==> config.mk <==
export PLATFORM = sky130hd
export DESIGN_NAME = reset_sequencer
export DESIGN_NICKNAME = d
export VERILOG_FILES = /design/src/rtl/rst_seq_pkg.sv /design/src/rtl/rst_sync_cell.sv /design/src/rtl/rst_width_qual.sv /design/src/rtl/rst_seq_ctrl.sv /design/src/rtl/reset_sequencer.sv
export SDC_FILE = /design/constraint.sdc
export NUM_CORES = 1
export LEC_CHECK = 0
export CORE_UTILIZATION = 55
export CTS_BUF_LIST = sky130_fd_sc_hd__clkbuf_2 sky130_fd_sc_hd__clkbuf_4 sky130_fd_sc_hd__clkbuf_8
export CTS_CLUSTER_SIZE = 40
export DETAILED_ROUTE_END_ITERATION = 10
export GPL_TIMING_DRIVEN = 1
export PLACE_DENSITY = 0.81
export SLEW_MARGIN = 10
export SYNTH_ARGS = -nofsm -noshare
export SYNTH_HDL_FRONTEND = slang
export SYNTH_HIERARCHICAL = 1
export SYNTH_SLANG_ARGS = --single-unit
==> constraint.sdc <==
create_clock -name clk_i -period 2.9 [get_ports clk_i]
set_clock_uncertainty 0.2 [all_clocks]
set_input_delay 0.29 -clock clk_i [delete_from_list [all_inputs] [get_ports clk_i]]
set_output_delay 0.29 -clock clk_i [all_outputs]
set_load 0.05 [all_outputs]
==> src/rtl/rst_seq_pkg.sv <==
`timescale 1ns/1ps
package rst_seq_pkg;
  // value doubles as priority rank and as cause code
  typedef enum logic [1:0] {
    SRC_NONE = 2'd0,
    SRC_SOFT = 2'd1,
    SRC_HARD = 2'd2,
    SRC_POR  = 2'd3
  } src_e;

  typedef enum logic [2:0] {
    ST_COLD,
    ST_IDLE,
    ST_HOLD,
    ST_EXT,
    ST_SOFT
  } seq_state_e;

  localparam int unsigned NUM_SRC = 3;  // lane 0 soft, 1 hard, 2 power-on
endpackage

==> src/rtl/rst_sync_cell.sv <==
`timescale 1ns/1ps
module rst_sync_cell #(
  parameter int unsigned SYNC_N = 2
) (
  input  logic clk_i,
  input  logic raw_ni,
  output logic lo_o
);
  logic [SYNC_N-1:0] ff_q = '0;

  // assertion clears asynchronously, release walks through SYNC_N flops
  always_ff @(posedge clk_i or negedge raw_ni) begin
    if (!raw_ni) ff_q <= '0;
    else         ff_q <= {ff_q[SYNC_N-2:0], 1'b1};
  end

  assign lo_o = ~ff_q[SYNC_N-1];
endmodule

==> src/rtl/rst_width_qual.sv <==
`timescale 1ns/1ps
module rst_width_qual #(
  parameter int unsigned MIN_W  = 4,
  parameter int unsigned SYNC_N = 2
) (
  input  logic clk_i,
  input  logic lo_i,
  output logic evt_o
);
  // synchronised low lasts SYNC_N edges longer than the raw pulse
  localparam int unsigned THR = MIN_W + SYNC_N - 1;
  localparam int unsigned W_W = $clog2(THR + 2);

  logic [W_W-1:0] wcnt_q = '0;

  always_ff @(posedge clk_i) begin
    if (!lo_i)                       wcnt_q <= '0;
    else if (wcnt_q != W_W'(THR + 1)) wcnt_q <= wcnt_q + 1'b1;
  end

  assign evt_o = lo_i && (wcnt_q == W_W'(THR));

  a_r2_single_evt: assert property (@(posedge clk_i) disable iff (!lo_i)
    evt_o |=> !evt_o);
endmodule

==> src/rtl/rst_seq_ctrl.sv <==
`timescale 1ns/1ps
module rst_seq_ctrl
  import rst_seq_pkg::*;
#(
  parameter int unsigned EXT_LEN = 4096
) (
  input  logic               clk_i,
  input  logic [NUM_SRC-1:0] lo_i,
  input  logic [NUM_SRC-1:0] evt_i,
  output logic               hard_act_o,
  output logic               soft_act_o,
  output src_e               src_o
);
  localparam int unsigned CNT_W = $clog2(EXT_LEN);

  seq_state_e       st_q  = ST_COLD;
  seq_state_e       st_d;
  src_e             src_q = SRC_POR;
  src_e             src_d;
  src_e             evt_src;
  src_e             cur_rank;
  logic [CNT_W-1:0] cnt_q = '0;
  logic [CNT_W-1:0] cnt_d;
  logic             take_evt;
  logic             src_lo;

  always_comb begin
    if      (evt_i[2]) evt_src = SRC_POR;
    else if (evt_i[1]) evt_src = SRC_HARD;
    else if (evt_i[0]) evt_src = SRC_SOFT;
    else               evt_src = SRC_NONE;
  end

  always_comb begin
    case (src_q)
      SRC_SOFT: src_lo = lo_i[0];
      SRC_HARD: src_lo = lo_i[1];
      SRC_POR:  src_lo = lo_i[2];
      default:  src_lo = 1'b0;
    endcase
  end

  assign cur_rank = (st_q == ST_IDLE) ? SRC_NONE : src_q;
  assign take_evt = (st_q != ST_COLD) && (evt_src != SRC_NONE) && (evt_src >= cur_rank);

  always_comb begin
    st_d  = st_q;
    src_d = src_q;
    cnt_d = cnt_q;
    if (st_q == ST_COLD) begin
      if (!lo_i[2]) begin
        st_d  = ST_EXT;
        cnt_d = CNT_W'(EXT_LEN - 1);
      end
    end else if (take_evt) begin
      st_d  = (evt_src == SRC_SOFT) ? ST_SOFT : ST_HOLD;
      src_d = evt_src;
    end else begin
      case (st_q)
        ST_HOLD: if (!src_lo) begin
          st_d  = ST_EXT;
          cnt_d = CNT_W'(EXT_LEN - 1);
        end
        ST_SOFT: if (!lo_i[0]) st_d = ST_IDLE;
        ST_EXT: begin
          if (cnt_q == '0) st_d = ST_IDLE;
          else             cnt_d = cnt_q - 1'b1;
        end
        default: ;
      endcase
    end
  end

  always_ff @(posedge clk_i) begin
    st_q  <= st_d;
    src_q <= src_d;
    cnt_q <= cnt_d;
  end

  assign hard_act_o = (st_q == ST_COLD) || (st_q == ST_HOLD) || (st_q == ST_EXT);
  assign soft_act_o = hard_act_o || (st_q == ST_SOFT);
  assign src_o      = src_q;

  a_r3_ext_count: assert property (@(posedge clk_i) disable iff (st_q == ST_COLD)
    (st_q == ST_EXT && cnt_q != '0 && !take_evt) |=> (st_q == ST_EXT && cnt_q == $past(cnt_q) - 1'b1));
  a_r3_ext_src: assert property (@(posedge clk_i) disable iff (st_q == ST_COLD)
    (st_q == ST_EXT) |-> (src_q == SRC_HARD || src_q == SRC_POR));
  a_r5_no_demote: assert property (@(posedge clk_i) disable iff (st_q == ST_COLD)
    (st_q == ST_HOLD || st_q == ST_EXT || st_q == ST_SOFT) |=> (src_q >= $past(src_q)));
endmodule

==> src/rtl/reset_sequencer.sv <==
`timescale 1ns/1ps
module reset_sequencer
  import rst_seq_pkg::*;
#(
  parameter int unsigned EXT_LEN = 4096,
  parameter int unsigned MIN_W   = 4,
  parameter int unsigned SYNC_N  = 2
) (
  input  logic       clk_i,
  input  logic       por_ni,
  input  logic       hard_ni,
  input  logic       soft_ni,
  output logic       hard_rst_no,
  output logic       soft_rst_no,
  output logic       core_rst_no,
  output logic [1:0] cause_o
);
  logic [NUM_SRC-1:0] raw_n;
  logic [NUM_SRC-1:0] lo;
  logic [NUM_SRC-1:0] evt;
  logic               hard_act;
  logic               soft_act;
  logic               core_lag_q = 1'b1;
  src_e               src;

  assign raw_n = {por_ni, hard_ni, soft_ni};

  for (genvar g = 0; g < NUM_SRC; g++) begin : g_lane
    rst_sync_cell #(.SYNC_N(SYNC_N)) i_sync (
      .clk_i  (clk_i),
      .raw_ni (raw_n[g]),
      .lo_o   (lo[g])
    );
    rst_width_qual #(.MIN_W(MIN_W), .SYNC_N(SYNC_N)) i_qual (
      .clk_i (clk_i),
      .lo_i  (lo[g]),
      .evt_o (evt[g])
    );
  end

  rst_seq_ctrl #(.EXT_LEN(EXT_LEN)) i_ctrl (
    .clk_i      (clk_i),
    .lo_i       (lo),
    .evt_i      (evt),
    .hard_act_o (hard_act),
    .soft_act_o (soft_act),
    .src_o      (src)
  );

  // core reset asserts with hard, releases one cycle later
  always_ff @(posedge clk_i) core_lag_q <= hard_act;

  assign hard_rst_no = ~hard_act;
  assign soft_rst_no = ~soft_act;
  assign core_rst_no = ~(hard_act | core_lag_q);
  assign cause_o     = src;

  a_r10_hard_soft: assert property (@(posedge clk_i) disable iff (!por_ni)
    !hard_rst_no |-> !soft_rst_no);
  a_r9_core_with_hard: assert property (@(posedge clk_i) disable iff (!por_ni)
    !hard_rst_no |-> !core_rst_no);
  a_r9_core_lag: assert property (@(posedge clk_i) disable iff (!por_ni)
    $rose(hard_rst_no) |-> !core_rst_no);
endmodule

# After elaboration in Yosys (flattened, before gate mapping)

Index checks and enable logic that the tools add are counted.

Bits in registers: 33
Input port bits: 4
Output and inout port bits: 5
Word-level logic and storage cells: 80

$add $sub $neg: 4
Magnitude comparators: 1
Equal/unequal tests: 21
Multiplexer cells: 19
Bitwise operators: 8
Reductions and logical operators: 17

Operator list:

| operator                | count |
|---|---|
| $mux W12                | 5 |
| $pmux W12 S2            | 1 |
| $mux W3                 | 7 |
| $eq A3 B3 Y1 const B    | 4 |
| $logic_not A12 Y1       | 1 |
| $ne A3 B3 Y1 const B    | 4 |
| $sub A12 B1 Y12 const B | 1 |
| $reduce_and A5 Y1       | 2 |
| $add A3 B1 Y3 const B   | 3 |
| $pmux W3 S3             | 1 |
| $not A1 Y1              | 7 |
| $eq A3 B2 Y1 const B    | 2 |
| $mux W2                 | 3 |
| $reduce_bool A3 Y1      | 2 |
| $logic_and A1 B1 Y1     | 5 |
| $reduce_bool A5 Y1      | 1 |
| $eq A2 B1 Y1 const B    | 2 |
| $eq A2 B2 Y1 const B    | 2 |
| $ne A2 B2 Y1 const B    | 2 |
| $ne A4 B1 Y1 const B    | 1 |
| $ne A4 B2 Y1 const B    | 1 |
| $ne A4 B3 Y1 const B    | 1 |
| $eq A3 B1 Y1 const B    | 1 |
| $logic_not A3 Y1        | 1 |
| other kinds (8)         | 10 |

# Longest topological paths before layout

Depth in word-level cells: 10
Depth in mapped cells: 11
Gate-level depth less buffers: 11

# Modules after synthesis

Netlist, hierarchy kept.

Modules (own cells, without submodules):

| module          | instances | cells an instance | area an instance (µm²) | seq. area each (µm²) |
|---|---|---|---|---|
| rst_seq_ctrl    | 1         | 102               | 1,008.5                | 510.5 |
| rst_width_qual  | 3         | 18                | 165.2                  | 60.1 |
| rst_sync_cell   | 3         | 4                 | 57.6                   | 50.0 |
| reset_sequencer | 1         | 4                 | 31.3                   | 20.0 |

# Least setup slack after synthesis

OpenSTA, ideal clock, no wires.

Kind: register -> register
Start: register g_lane[1].i_qual.wcnt_q[1]
End: register i_ctrl.cnt_q[0], enable pin
Setup time: 0.356 ns
Arrival: 2.144 ns
Data required time: 2.344 ns
Slack: 0.200 ns
Stages on the path, launching flop included: 12
Buffers on the path: 0
Clock period less this slack: 2.700 ns
Cell sequence: dfxtp_1 -> inv_1 -> ha_1 -> and3_2 -> inv_1 -> a21o_1 -> inv_1 -> ha_1 -> nand2b_1 -> a21oi_1 -> a211oi_1 -> and4b_1

Longest elaborated chain between the ends: 9
Elaborated cells between the ends (all ways): 10
Those cells by class: order compare (1); eq/ne (2); mux (2); reduce/logical (5)

Ends and longest elaborated chain:

| what                                                 | RTL line              | text |
|---|---|---|
| from (decl)                                          | rst_width_qual.sv:14  | `logic [W_W-1:0] wcnt_q = '0;` |
| from (signal assigned)                               | rst_width_qual.sv:18  | `else if (wcnt_q != W_W'(THR + 1)) wcnt_q <= wcnt_q + 1'b1;` |
| $eq A3 B3 Y1 *                                       | rst_width_qual.sv:21  | `assign evt_o = lo_i && (wcnt_q == W_W'(THR));` |
| $logic_and A1 B1 Y1 *                                | rst_width_qual.sv:21  |  |
| net evt[1]                                           | reset_sequencer.sv:20 | `logic [NUM_SRC-1:0] evt;` |
| $mux W2 *                                            | rst_seq_ctrl.sv:29    | `else if (evt_i[1]) evt_src = SRC_HARD;` |
| $mux W2 *                                            | rst_seq_ctrl.sv:28    | `if (evt_i[2]) evt_src = SRC_POR;` |
| net i_ctrl.evt_src[0]                                | rst_seq_ctrl.sv:20    | `src_e evt_src;` |
| branches (longest 2 deep; another with $ge A2 B2 Y1) | n/a                   |  |
| $logic_and A1 B1 Y1 *                                | rst_seq_ctrl.sv:44    | `assign take_evt = (st_q != ST_COLD) && (evt_src != SRC_NONE) && (evt_src >= cur_rank);` |
| $ne A2 B2 Y1 (no source line) *                      | n/a                   |  |
| $reduce_and A5 Y1 (no source line) *                 | n/a                   |  |
| to (signal assigned)                                 | rst_seq_ctrl.sv:77    | `cnt_q <= cnt_d;` |
| to (decl)                                            | rst_seq_ctrl.sv:22    | `logic [CNT_W-1:0] cnt_q = '0;` |

Mark *: on every way through the listed nets, which the timed path passes.
A chain may end at the register's enable or synchronous reset.

# Final worst setup path

Start: register g_lane[1].i_qual.wcnt_q[1]
End: register i_ctrl.cnt_q[3], enable pin

The elaborated chain is that of the path after synthesis.

==> flow_summary.ini <==
[synthesis]
synth.area.top_cells = edfxtp_1 (30%), dfxtp_1 (12%), dfrtp_1 (8.8%), ha_1 (8.8%), inv_1 (4.8%)
ys_seq_area_share_pct = 50.4
synth-async-reset-ratio_pct = 18.2
syn_avg_cell_area_um2 = 9.93
synth-edff-count = 17
synthTopCellsByCount = inv_1 (22), edfxtp_1 (17), ha_1 (12), nand2_1 (12)
ys.flop_type = edfxtp_1
synth_nets = 188
post_synth_num_cell_types = 35
synth_seq_cells = 33
yosysMostFrequentCell = inv_1
synth_largest_area_cell = edfxtp_1
synthCells = 172
synth_top_cell_area_share_pct = 29.9
synth_warnings = 6
netlist_area_um2 = 1710

[placement]
placed_cells = 207
place_congestion = 0.845
hpwl_um = 2150
port_buffers = 8

[setup_path]
reg2reg_depth = 12
r2r-start = g_lane[1].i_qual/wcnt_q[1]
rr_endpoint = i_ctrl/cnt_q[3]
r2r_setup_slack_ns = 0.16
cp-end-kind = flop
worstPathArrival_ns = 2.58
cp_max_fo = 12
critPathKind = reg -> reg
worst_setup_path_start_kind = flop
worstPathRequired_ns = 2.73

[drt]
dr.pass1.iters = 4
final_antenna_net_count = 0
vias_per_cell = 5.65
drt-initial-drc-count = 51
wirelength_um = 3000
wl_per_cell_um = 13.8
num_vias = 1231
route.detailed.drc = 0

[global_route]
grt_pass1_wl_um = 5220
grt_max_degree = 16
grt_antenna_before_repair = 0
grt_overflow = 0
track_usage_pct = 20.6
grt_pass1_vias = 1282

[layout]
nets = 202
drive_gt1_share_pct = 10.2
syn_to_final_growth_pct = 11.6
final_cells = 218
nFillCells = 235
n_antenna_cell = 0
finalCoreUtilization_pct = 66.8

[sta]
setup_violations = 0
fmax_mhz = 364
finalHoldViolCount = 0
tns_ns = 0
post-route-period-util_pct = 94.6
min_period_ns = 2.74
report.final.slew_viol_count = 0
hold_ws_ns = 0.164
grt_setup_unrepaired = false

[die]
start_util_pct = 59.9
dieWidth_um = 57.7
die-area_um2 = 3330
fp.dieH_um = 57.7
coreArea_um2 = 2850
io_pins = 9
rows = 19

[clock_network]
htreeDepth = 2
clock_sinks = 33
cts_made_buffers = 5
cts_tree = yes
cts_root_buffer = clkbuf_4
clkLatencyLatePin_ns = 0.32
clk_pin_slew_ns = 0.10
clock_path_buffers = 2

[hold_path]
whs_endpoint = g_lane[1].i_sync/ff_q[1]
worstHoldPathCells = 0
hold_start = g_lane[1].i_sync/ff_q[0]
hold_path.class = reg -> reg

[flow_run]
cap_violations = 0

[pwr]
leakagePower_nw = 0.762
power_w = 0.000905
p_per_area_nw_per_um2 = 475
peakVddDrop_mv = 0.281

[run_status]
status = completed
cell usage in the layout, fill, tap and decap left out, types with 2 or more instances in the layout:
cell type	synthesis	routed
inv_1	22	22
edfxtp_1	17	17
ha_1	12	12
nand2_1	12	12
dfxtp_1	10	10
o21ai_0	10	10
nor2_1	9	9
clkbuf_4	0	8
a21oi_1	9	8
clkdlybuf4s50_1	0	8
and3_1	7	7
o21a_1	6	6
dfrtp_1	6	6
nand3_1	5	5
xnor2_1	5	5
and3_2	3	3
a31oi_1	3	3
conb_1	3	3
dlygate4sd3_1	0	3
or4_1	3	3
nor4_1	3	3
nor3_1	3	3
o31ai_1	2	2
nand2b_1	2	2
or2_2	2	2
or3_1	2	2
buf_4	0	2
layer usage:
metal | GRT usage, % | up-vias | routed length [um]
met4 | 10.9 | 0 | 73
met5 | 0 | - | 0
met1 | 22.2 | 577 | 1210
met2 | 37.0 | 26 | 1610
met3 | 5.13 | 9 | 106
li1 | - | 619 | -
how the worst max path moves through the flow:
stage | slack (ns) | start | endpoint
after floorplan | 0.20 | g_lane[1].i_qual/wcnt_q[1] | i_ctrl/cnt_q[0]
after global placement | 0.34 | g_lane[1].i_qual/wcnt_q[1] | i_ctrl/cnt_q[3]
after detailed placement | 0.17 | g_lane[1].i_qual/wcnt_q[1] | i_ctrl/cnt_q[4]
after CTS | 0.12 | g_lane[1].i_qual/wcnt_q[1] | i_ctrl/cnt_q[4]
after global routing | 0.04 | g_lane[1].i_qual/wcnt_q[1] | i_ctrl/cnt_q[6]
final | 0.16 | g_lane[1].i_qual/wcnt_q[1] | i_ctrl/cnt_q[3]
area by class of cell:
class	instances	area (um2)	area share, %
Clock buffer	8	60.1	3.15
Inverter	22	82.6	4.33
Multi-Input combinational cell	111	739	38.8
Sequential cell	33	861	45.1
Tap cell	31	38.8	2.03
Timing Repair Buffer	13	125	6.56
repair_timing:
action | 4_1_cts | 5_1_grt
hold buffers | 3 | 0
resized for setup | 0 | 2
setup buffers | 0 | 0
setup endpoints to repair | 0 | 15
hold endpoints to repair | 6 | 0
power breakdown:
group | switching, W | internal [W] | leakage (nW)
clock | 0.000141 | 0.000125 | 0.0368
combinational | 0.0000620 | 0.0000432 | 0.447
sequential | 0.0000206 | 0.000513 | 0.278
flip-flops by register name (all words and copies together), names as in the netlist:
signal,count
i_ctrl/src_o,2
i_ctrl/st_q,3
g_lane.i_qual/wcnt_q,9
i_ctrl/cnt_q,12
g_lane.i_sync/ff_q,6
core_lag_q,1
worst max-delay path, cell delays in order (launching register included):
cell	delay [ns]
dfxtp_1	0.39
inv_1	0.06
ha_1	0.18
and3_2	0.21
inv_1	0.06
a21o_1	0.15
inv_1	0.05
ha_1	0.27
nand2b_1	0.16
a21oi_2	0.21
a211oi_2	0.07
and4b_1	0.25
buf_4	0.20
stage by stage:
stage	setup WS (ns)	cell area [um2]
2_1_floorplan	0.200	1710
3_3_place_gp	0.344	1810
3_5_place_dp	0.170	1810
4_1_cts	0.121	1900
5_1_grt	0.0401	1910
6_report	0.156	1910
cells by family (layout without fill, tap and decap cells):
family / Yosys count / after routing / share of synthesized area, %
buffers and inverters: 28 / 43 / 6.81
and+or+nand+nor: 56 / 56 / 18.2
xor gates and xnor gates: 5 / 5 / 2.56
AOI/OAI and AO/OA: 35 / 35 / 12.6
adders and majority gates: 12 / 12 / 8.79
other: 3 / 3 / 0.659
DFF: 33 / 33 / 50.4
No activity file was read; power rests on OpenSTA's default activity.
